$ cat src/rtl/pes_pkg.sv
package pes_pkg;
  localparam int TAG_W       = 4;
  localparam int CLS_W       = 3;
  localparam int SUB_W       = 2;
  localparam int CODE_W      = CLS_W + SUB_W;
  localparam int XLEN        = 32;
  localparam int VEC_SHIFT   = 8;
  localparam int ASYNC_CLASS = 5;
endpackage

$ cat src/rtl/pes_fault_table.sv
module pes_fault_table #(
  parameter int TAG_W  = pes_pkg::TAG_W,
  parameter int CODE_W = pes_pkg::CODE_W
) (
  input  logic                   clk,
  input  logic                   rst,
  input  logic                   flush,
  input  logic                   wr_en,
  input  logic [TAG_W-1:0]       wr_tag,
  input  logic [CODE_W-1:0]      wr_code,
  input  logic                   clr_en,
  input  logic [TAG_W-1:0]       clr_tag,
  input  logic [TAG_W-1:0]       rd_tag,
  output logic [(1<<TAG_W)-1:0]  pend,
  output logic [CODE_W-1:0]      rd_code
);
  localparam int DEPTH = 1 << TAG_W;

  logic [DEPTH-1:0]  pend_q;
  logic [CODE_W-1:0] code_q [DEPTH];
  logic              accept;

  // first report for a tag wins; later duplicates are dropped
  assign accept = wr_en && !pend_q[wr_tag];

  always_ff @(posedge clk) begin
    if (rst || flush) begin
      pend_q <= '0;
    end else begin
      if (accept) pend_q[wr_tag] <= 1'b1;
      if (clr_en) pend_q[clr_tag] <= 1'b0;
    end
  end

  // storage without reset so it maps to distributed RAM
  always_ff @(posedge clk) begin
    if (accept) code_q[wr_tag] <= wr_code;
  end

  assign pend    = pend_q;
  assign rd_code = code_q[rd_tag];
endmodule

$ cat src/rtl/pes_oldest_pick.sv
module pes_oldest_pick #(
  parameter int TAG_W = pes_pkg::TAG_W
) (
  input  logic [TAG_W-1:0]       head,
  input  logic [(1<<TAG_W)-1:0]  vec,
  output logic                   found,
  output logic [TAG_W-1:0]       tag
);
  localparam int DEPTH = 1 << TAG_W;

  logic [DEPTH-1:0] rot;

  // rot[a] is the entry that is a slots younger than head
  for (genvar g = 0; g < DEPTH; g++) begin : g_rot
    localparam logic [TAG_W-1:0] OFS = TAG_W'(g);
    assign rot[g] = vec[head + OFS];
  end

  always_comb begin
    found = |rot;
    tag   = head;
    for (int a = DEPTH - 1; a >= 0; a--) begin
      if (rot[a]) tag = head + TAG_W'(a);
    end
  end
endmodule

$ cat src/rtl/pes_take_arbiter.sv
module pes_take_arbiter #(
  parameter int TAG_W = pes_pkg::TAG_W
) (
  input  logic             slot_occ,
  input  logic             slot_fin,
  input  logic [TAG_W-1:0] slot_tag,
  input  logic             sel_found,
  input  logic [TAG_W-1:0] sel_tag,
  input  logic             async_pend,
  input  logic             async_en,
  input  logic             sq_empty,
  output logic             finishing,
  output logic             take_sync,
  output logic             take_async
);
  logic safe_pt;

  assign finishing  = slot_occ && slot_fin;
  assign take_sync  = finishing && sel_found && (sel_tag == slot_tag);
  assign safe_pt    = sq_empty && (!slot_occ || (finishing && !take_sync));
  assign take_async = !take_sync && async_pend && async_en && safe_pt;
endmodule

$ cat src/rtl/precise_exc_seq.sv
module precise_exc_seq #(
  parameter int TAG_W       = pes_pkg::TAG_W,
  parameter int CLS_W       = pes_pkg::CLS_W,
  parameter int SUB_W       = pes_pkg::SUB_W,
  parameter int XLEN        = pes_pkg::XLEN,
  parameter int VEC_SHIFT   = pes_pkg::VEC_SHIFT,
  parameter int ASYNC_CLASS = pes_pkg::ASYNC_CLASS
) (
  input  logic                    clk,
  input  logic                    rst,
  input  logic                    slot_occ,
  input  logic                    slot_fin,
  input  logic [TAG_W-1:0]        slot_tag,
  input  logic [XLEN-1:0]         slot_pc,
  input  logic [XLEN-1:0]         resume_pc,
  input  logic                    flt_vld,
  input  logic [TAG_W-1:0]        flt_tag,
  input  logic [CLS_W+SUB_W-1:0]  flt_code,
  input  logic                    ext_req,
  input  logic                    ext_en_set,
  input  logic                    sq_empty,
  input  logic                    resume,
  input  logic [XLEN-1:0]         vec_base,
  output logic                    redirect,
  output logic [XLEN-1:0]         redirect_pc,
  output logic [XLEN-1:0]         save_pc,
  output logic [XLEN-1:0]         save_state,
  output logic [CLS_W+SUB_W-1:0]  cause,
  output logic                    sup_mode,
  output logic                    ext_en
);
  localparam int CODE_W = CLS_W + SUB_W;
  localparam int DEPTH  = 1 << TAG_W;
  localparam logic [CODE_W-1:0] ASYNC_CODE = {CLS_W'(ASYNC_CLASS), SUB_W'(0)};

  logic [TAG_W-1:0]  head_q;
  logic              irq_pend_q;
  logic [DEPTH-1:0]  tbl_pend, merged, flt_onehot;
  logic [CODE_W-1:0] tbl_code, sel_code, take_code;
  logic              sel_found, finishing, take_sync, take_async, take;
  logic [TAG_W-1:0]  sel_tag;
  logic [XLEN-1:0]   vec_next;

  pes_fault_table #(.TAG_W(TAG_W), .CODE_W(CODE_W)) u_tbl (
    .clk     (clk),
    .rst     (rst),
    .flush   (take),
    .wr_en   (flt_vld),
    .wr_tag  (flt_tag),
    .wr_code (flt_code),
    .clr_en  (finishing),
    .clr_tag (slot_tag),
    .rd_tag  (sel_tag),
    .pend    (tbl_pend),
    .rd_code (tbl_code)
  );

  // a report arriving this cycle joins the search at once
  assign flt_onehot = flt_vld ? (DEPTH'(1) << flt_tag) : '0;
  assign merged     = tbl_pend | flt_onehot;

  pes_oldest_pick #(.TAG_W(TAG_W)) u_pick (
    .head  (head_q),
    .vec   (merged),
    .found (sel_found),
    .tag   (sel_tag)
  );

  assign sel_code = (flt_vld && (flt_tag == sel_tag) && !tbl_pend[sel_tag])
                    ? flt_code : tbl_code;

  pes_take_arbiter #(.TAG_W(TAG_W)) u_arb (
    .slot_occ   (slot_occ),
    .slot_fin   (slot_fin),
    .slot_tag   (slot_tag),
    .sel_found  (sel_found),
    .sel_tag    (sel_tag),
    .async_pend (irq_pend_q),
    .async_en   (ext_en),
    .sq_empty   (sq_empty),
    .finishing  (finishing),
    .take_sync  (take_sync),
    .take_async (take_async)
  );

  assign take      = take_sync || take_async;
  assign take_code = take_sync ? sel_code : ASYNC_CODE;
  assign vec_next  = vec_base + (XLEN'(take_code[CODE_W-1:SUB_W]) << VEC_SHIFT);

  always_ff @(posedge clk) begin
    if (rst) begin
      redirect    <= 1'b0;
      redirect_pc <= '0;
      save_pc     <= '0;
      save_state  <= '0;
      cause       <= '0;
      sup_mode    <= 1'b0;
      ext_en      <= 1'b0;
      irq_pend_q  <= 1'b0;
      head_q      <= '0;
    end else begin
      redirect <= take;
      if (take) begin
        redirect_pc <= vec_next;
        save_pc     <= take_sync ? slot_pc : resume_pc;
        save_state  <= {{(XLEN-2){1'b0}}, ext_en, sup_mode};
        cause       <= take_code;
        sup_mode    <= 1'b1;
      end else if (resume) begin
        sup_mode    <= save_state[0];
      end

      if (take_async)             ext_en <= 1'b0;
      else if (resume && !take)   ext_en <= save_state[1];
      else if (ext_en_set)        ext_en <= 1'b1;

      irq_pend_q <= (irq_pend_q && !take_async) || ext_req;

      if (finishing) head_q <= slot_tag + TAG_W'(1);
    end
  end
endmodule

$ cat config.mk
export PLATFORM = sky130hd
export DESIGN_NAME = precise_exc_seq
export DESIGN_NICKNAME = d
export VERILOG_FILES = /design/src/rtl/pes_pkg.sv /design/src/rtl/pes_fault_table.sv /design/src/rtl/pes_oldest_pick.sv /design/src/rtl/pes_take_arbiter.sv /design/src/rtl/precise_exc_seq.sv
export SDC_FILE = /design/constraint.sdc
export NUM_CORES = 1
export LEC_CHECK = 0
export BUFFER_PORTS_ARGS = -buffer_cell sky130_fd_sc_hd__buf_4
export CAP_MARGIN = 40
export CORE_MARGIN = 4
export CORE_UTILIZATION = 30
export CTS_CLUSTER_DIAMETER = 150
export CTS_CLUSTER_SIZE = 24
export DETAILED_ROUTE_END_ITERATION = 10
export GPL_TIMING_DRIVEN = 0
export PLACE_DENSITY_LB_ADDON = 0.15
export SLEW_MARGIN = 40
export SYNTH_ARGS = -nofsm -noshare
export SYNTH_HDL_FRONTEND = slang
export SYNTH_SLANG_ARGS = --single-unit
$ cat constraint.sdc
create_clock -name clk -period 9.2 [get_ports clk]
set_clock_uncertainty 0.2 [all_clocks]
set_input_delay 0 -clock clk [delete_from_list [all_inputs] [get_ports clk]]
set_output_delay 0 -clock clk [all_outputs]
set_load 0.02 [all_outputs]
==> impl_metrics.toml <==
[synth]
synth_cell_type_count = 97
ys_async_sr_fraction = 0
synth_adder_area_share = 0.0167
yosysSeqAreaShare = 0.368
synthFlopType = "dfxtp_1"
ys_ff_latch = 175
synth_area_sq_um = 11700
synth_top_family_by_area = "compound AO/OA/AOI/OAI gates"
muxShareOfSynthArea = 0.118
yosys.area_share.simple = 0.142
synth-edff-count = 80
synth_xor_xnor_area_share = 0.0351
avgSynthCellArea_sq_um = 9.55
yosys_warnings = 0
syn_inst = 1225
synth_compound_area_frac = 0.259

[clock_tree]
cts_buffer_depth = 2
cts_sinks = 175
root_buffer = "clkbuf_16"
numCtsBuffers = 17
cts_tree = "yes"
clk_pin_slew_worst_paths_ps = 80
insertion_delay_ps = 440
h-tree-depth = 4

[setup_path]
crit_slowest_cell = "or4_1"
end_kind = "flip-flop"
max_stage_delay_ps = 600
crit_fanout = 17
r2r_setup_slack_ps = 590
criticalPathCategory = "reg -> reg"
crit_top_cell = "and3_1"
critical_path_required_ps = 9360
rr_worst_depth = 34
cp_data_arrival_time_ps = 8770
cp-start-kind = "flip-flop"

[grt]
grt-ovfl-total = 0
grt_pass1_wl_um = 69000
grt_use_met2 = 0.340
grt_pass1_vias = 11600
top_usage_layer = "met2"
grtUsageMet1 = 0.263
grt_usage = 0.210
met3_usage = 0.0627
grt_max_degree = 20
antenna_found_initial = 1

[floorplanning]
core_sq_um = 38600
die-area_sq_um = 42200
rows = 72
fp.dieH_um = 205
die_w_um = 205
io_pins = 222
start_util = 0.303

[drt]
vias_per_cell = 5.49
vias = 11700
finalWirelength_um = 45200
wl_per_cell_um = 21.3
final_antenna_net_count = 0
drt_iter0_drc = 819
drc = 0
drt-pass1-iter-count = 7

[sta]
worst_slew_pin_slew_ps = 885
fin_crit_ps = 8610
hold_violations = 0
slew_headroom = 0.410
layout_worst_path_cycle_share = 0.936
timing.setup.tns_ps = 0
rsz0062_at_grt = "no"
max_freq_ghz = 0.116
setup_violations = 0
drv_slew = 0

[pwr]
p_leak_nw = 6.17
vdd_drop_max_v = 0.000125
pwr_density_cell_nw_per_um2 = 183

[finish]
fin_nets = 1725
diodes = 0
stdcell_count = 2123
final_layout_size_suffix_gt1_frac = 0.253
areaGrowthSynthToFinish_pct = 37.6

[placed_design]
place_congestion = 0.907
placed_cells = 1963
io_buffer_count = 190
place_hpwl_um = 34200

[run]
maxCapViolCount = 0

[outcome]
status = "completed"

[min_path]
hold_depth = 4
hp-class = "in -> reg"
-- flip-flops by register name, indices dropped and copies added, names as in the netlist --
register and cells:
head_q 4, u_tbl.code_q 80, u_tbl.pend 16, redirect_pc 32
save_pc 32, redirect 1, save_state 2, irq_pend_q 1
cause 5, ext_en 1, sup_mode 1
-- layout make-up --
cell class              count  area (sq um)
inverters                  27           120
flip-flops and latches    175          4310
plain buffers             116           627
repair buffers            322          2740
fillers                  3816         22500
clock inverters            13           144
clock buffers              19           454
well taps                 518           648
multi-input cells         933          7060
-- placed cells by master (no fill, tap or decap), drive strengths merged, types with 30 or more instances in the layout --
cell type / n
a211oi: 114
dfxtp: 95
clkbuf: 70
nand2: 123
inv: 32
buf: 264
dlygate4sd3: 123
conb: 30
a21oi: 64
xnor2: 35
mux4: 32
edfxtp: 80
nor2: 108
nand3: 32
mux2i: 62
-- cell usage after synthesis, types with 14 or more instances --
cell,instances,area [sq um]
ha_1,14,175
o21ai_0,20,100
o211ai_1,14,105
nand3_1,32,160
clkbuf_1,52,195
nor3_1,15,75.1
nand2_1,123,462
inv_1,22,82.6
dfxtp_1,95,1900
mux2i_1,61,611
xnor2_1,34,298
buf_4,34,255
mux4_2,32,721
a211oi_1,114,856
edfxtp_1,80,2400
nor2_1,108,405
a221oi_1,27,236
a21o_1,16,120
and3_1,20,125
buf_2,19,95.1
a21oi_1,57,285
a22oi_1,17,128
-- stage by stage --
step,cell area [sq um],utilization,power (W),hold slack (ps),setup slack (ps)
final,16100,0.417,0.00294,43.8,589
after global routing,16100,0.417,0.00311,72.3,29.5
after CTS,15900,0.413,0.00292,9.24,7.49
after detailed placement,14000,0.362,0.00210,16.7,-1700
after global placement,13900,0.360,0.00209,12.0,-2360
after floorplan,11800,-,0.00167,-104,729
-- logic make-up after synthesis --
logic type	after synthesis
AOI/OAI and AO/OA	391
xor gates and xnor gates	46
adders and majority gates	15
buffers and inverters	146
DFF	175
muxes	97
other	1
and+or+nand+nor	354
-- metal layers --
| layer | routed length, um | up-vias |
|---|---|---|
| met4 | 1710 | 2 |
| li1 | - | 5422 |
| met5 | 20 | - |
| met3 | 4070 | 87 |
| met1 | 18500 | 5606 |
| met2 | 20900 | 538 |
-- final timing paths --
path / start / endpoint
setup reg to reg: head_q[0] / redirect_pc[26]
setup / recovery: head_q[0] / redirect_pc[26]
hold / removal: flt_tag[3] / u_tbl.pend[15]
hold reg to reg: redirect_pc[4] / redirect_pc[4]
-- power by group --
group          switching (W)  internal [W]  total [W]
Clock               0.000344      0.000379   0.000724
Sequential         0.0000265      0.000847   0.000874
Combinational       0.000809      0.000537    0.00135
Total                0.00118       0.00176    0.00294
-- what timing repair did --
item	4_1_cts	5_1_grt
resized for setup	24	32
buffers inserted	5	3
hold endpoints to repair	177	2
setup endpoints to repair	22	13
hold buffers	122	1
pin swaps	3	5
-- critical path, delay by kind of cell, from the launching register on --
kind / cells / cell delay (ps)
compound gates: 11 / 2760
xor+xnor: 1 / 60
fa+ha+maj: 3 / 960
buf+inv: 6 / 1290
flops: 1 / 450
mux: 1 / 190
simple gates: 12 / 2580
(Power assumes the default switching activity.)
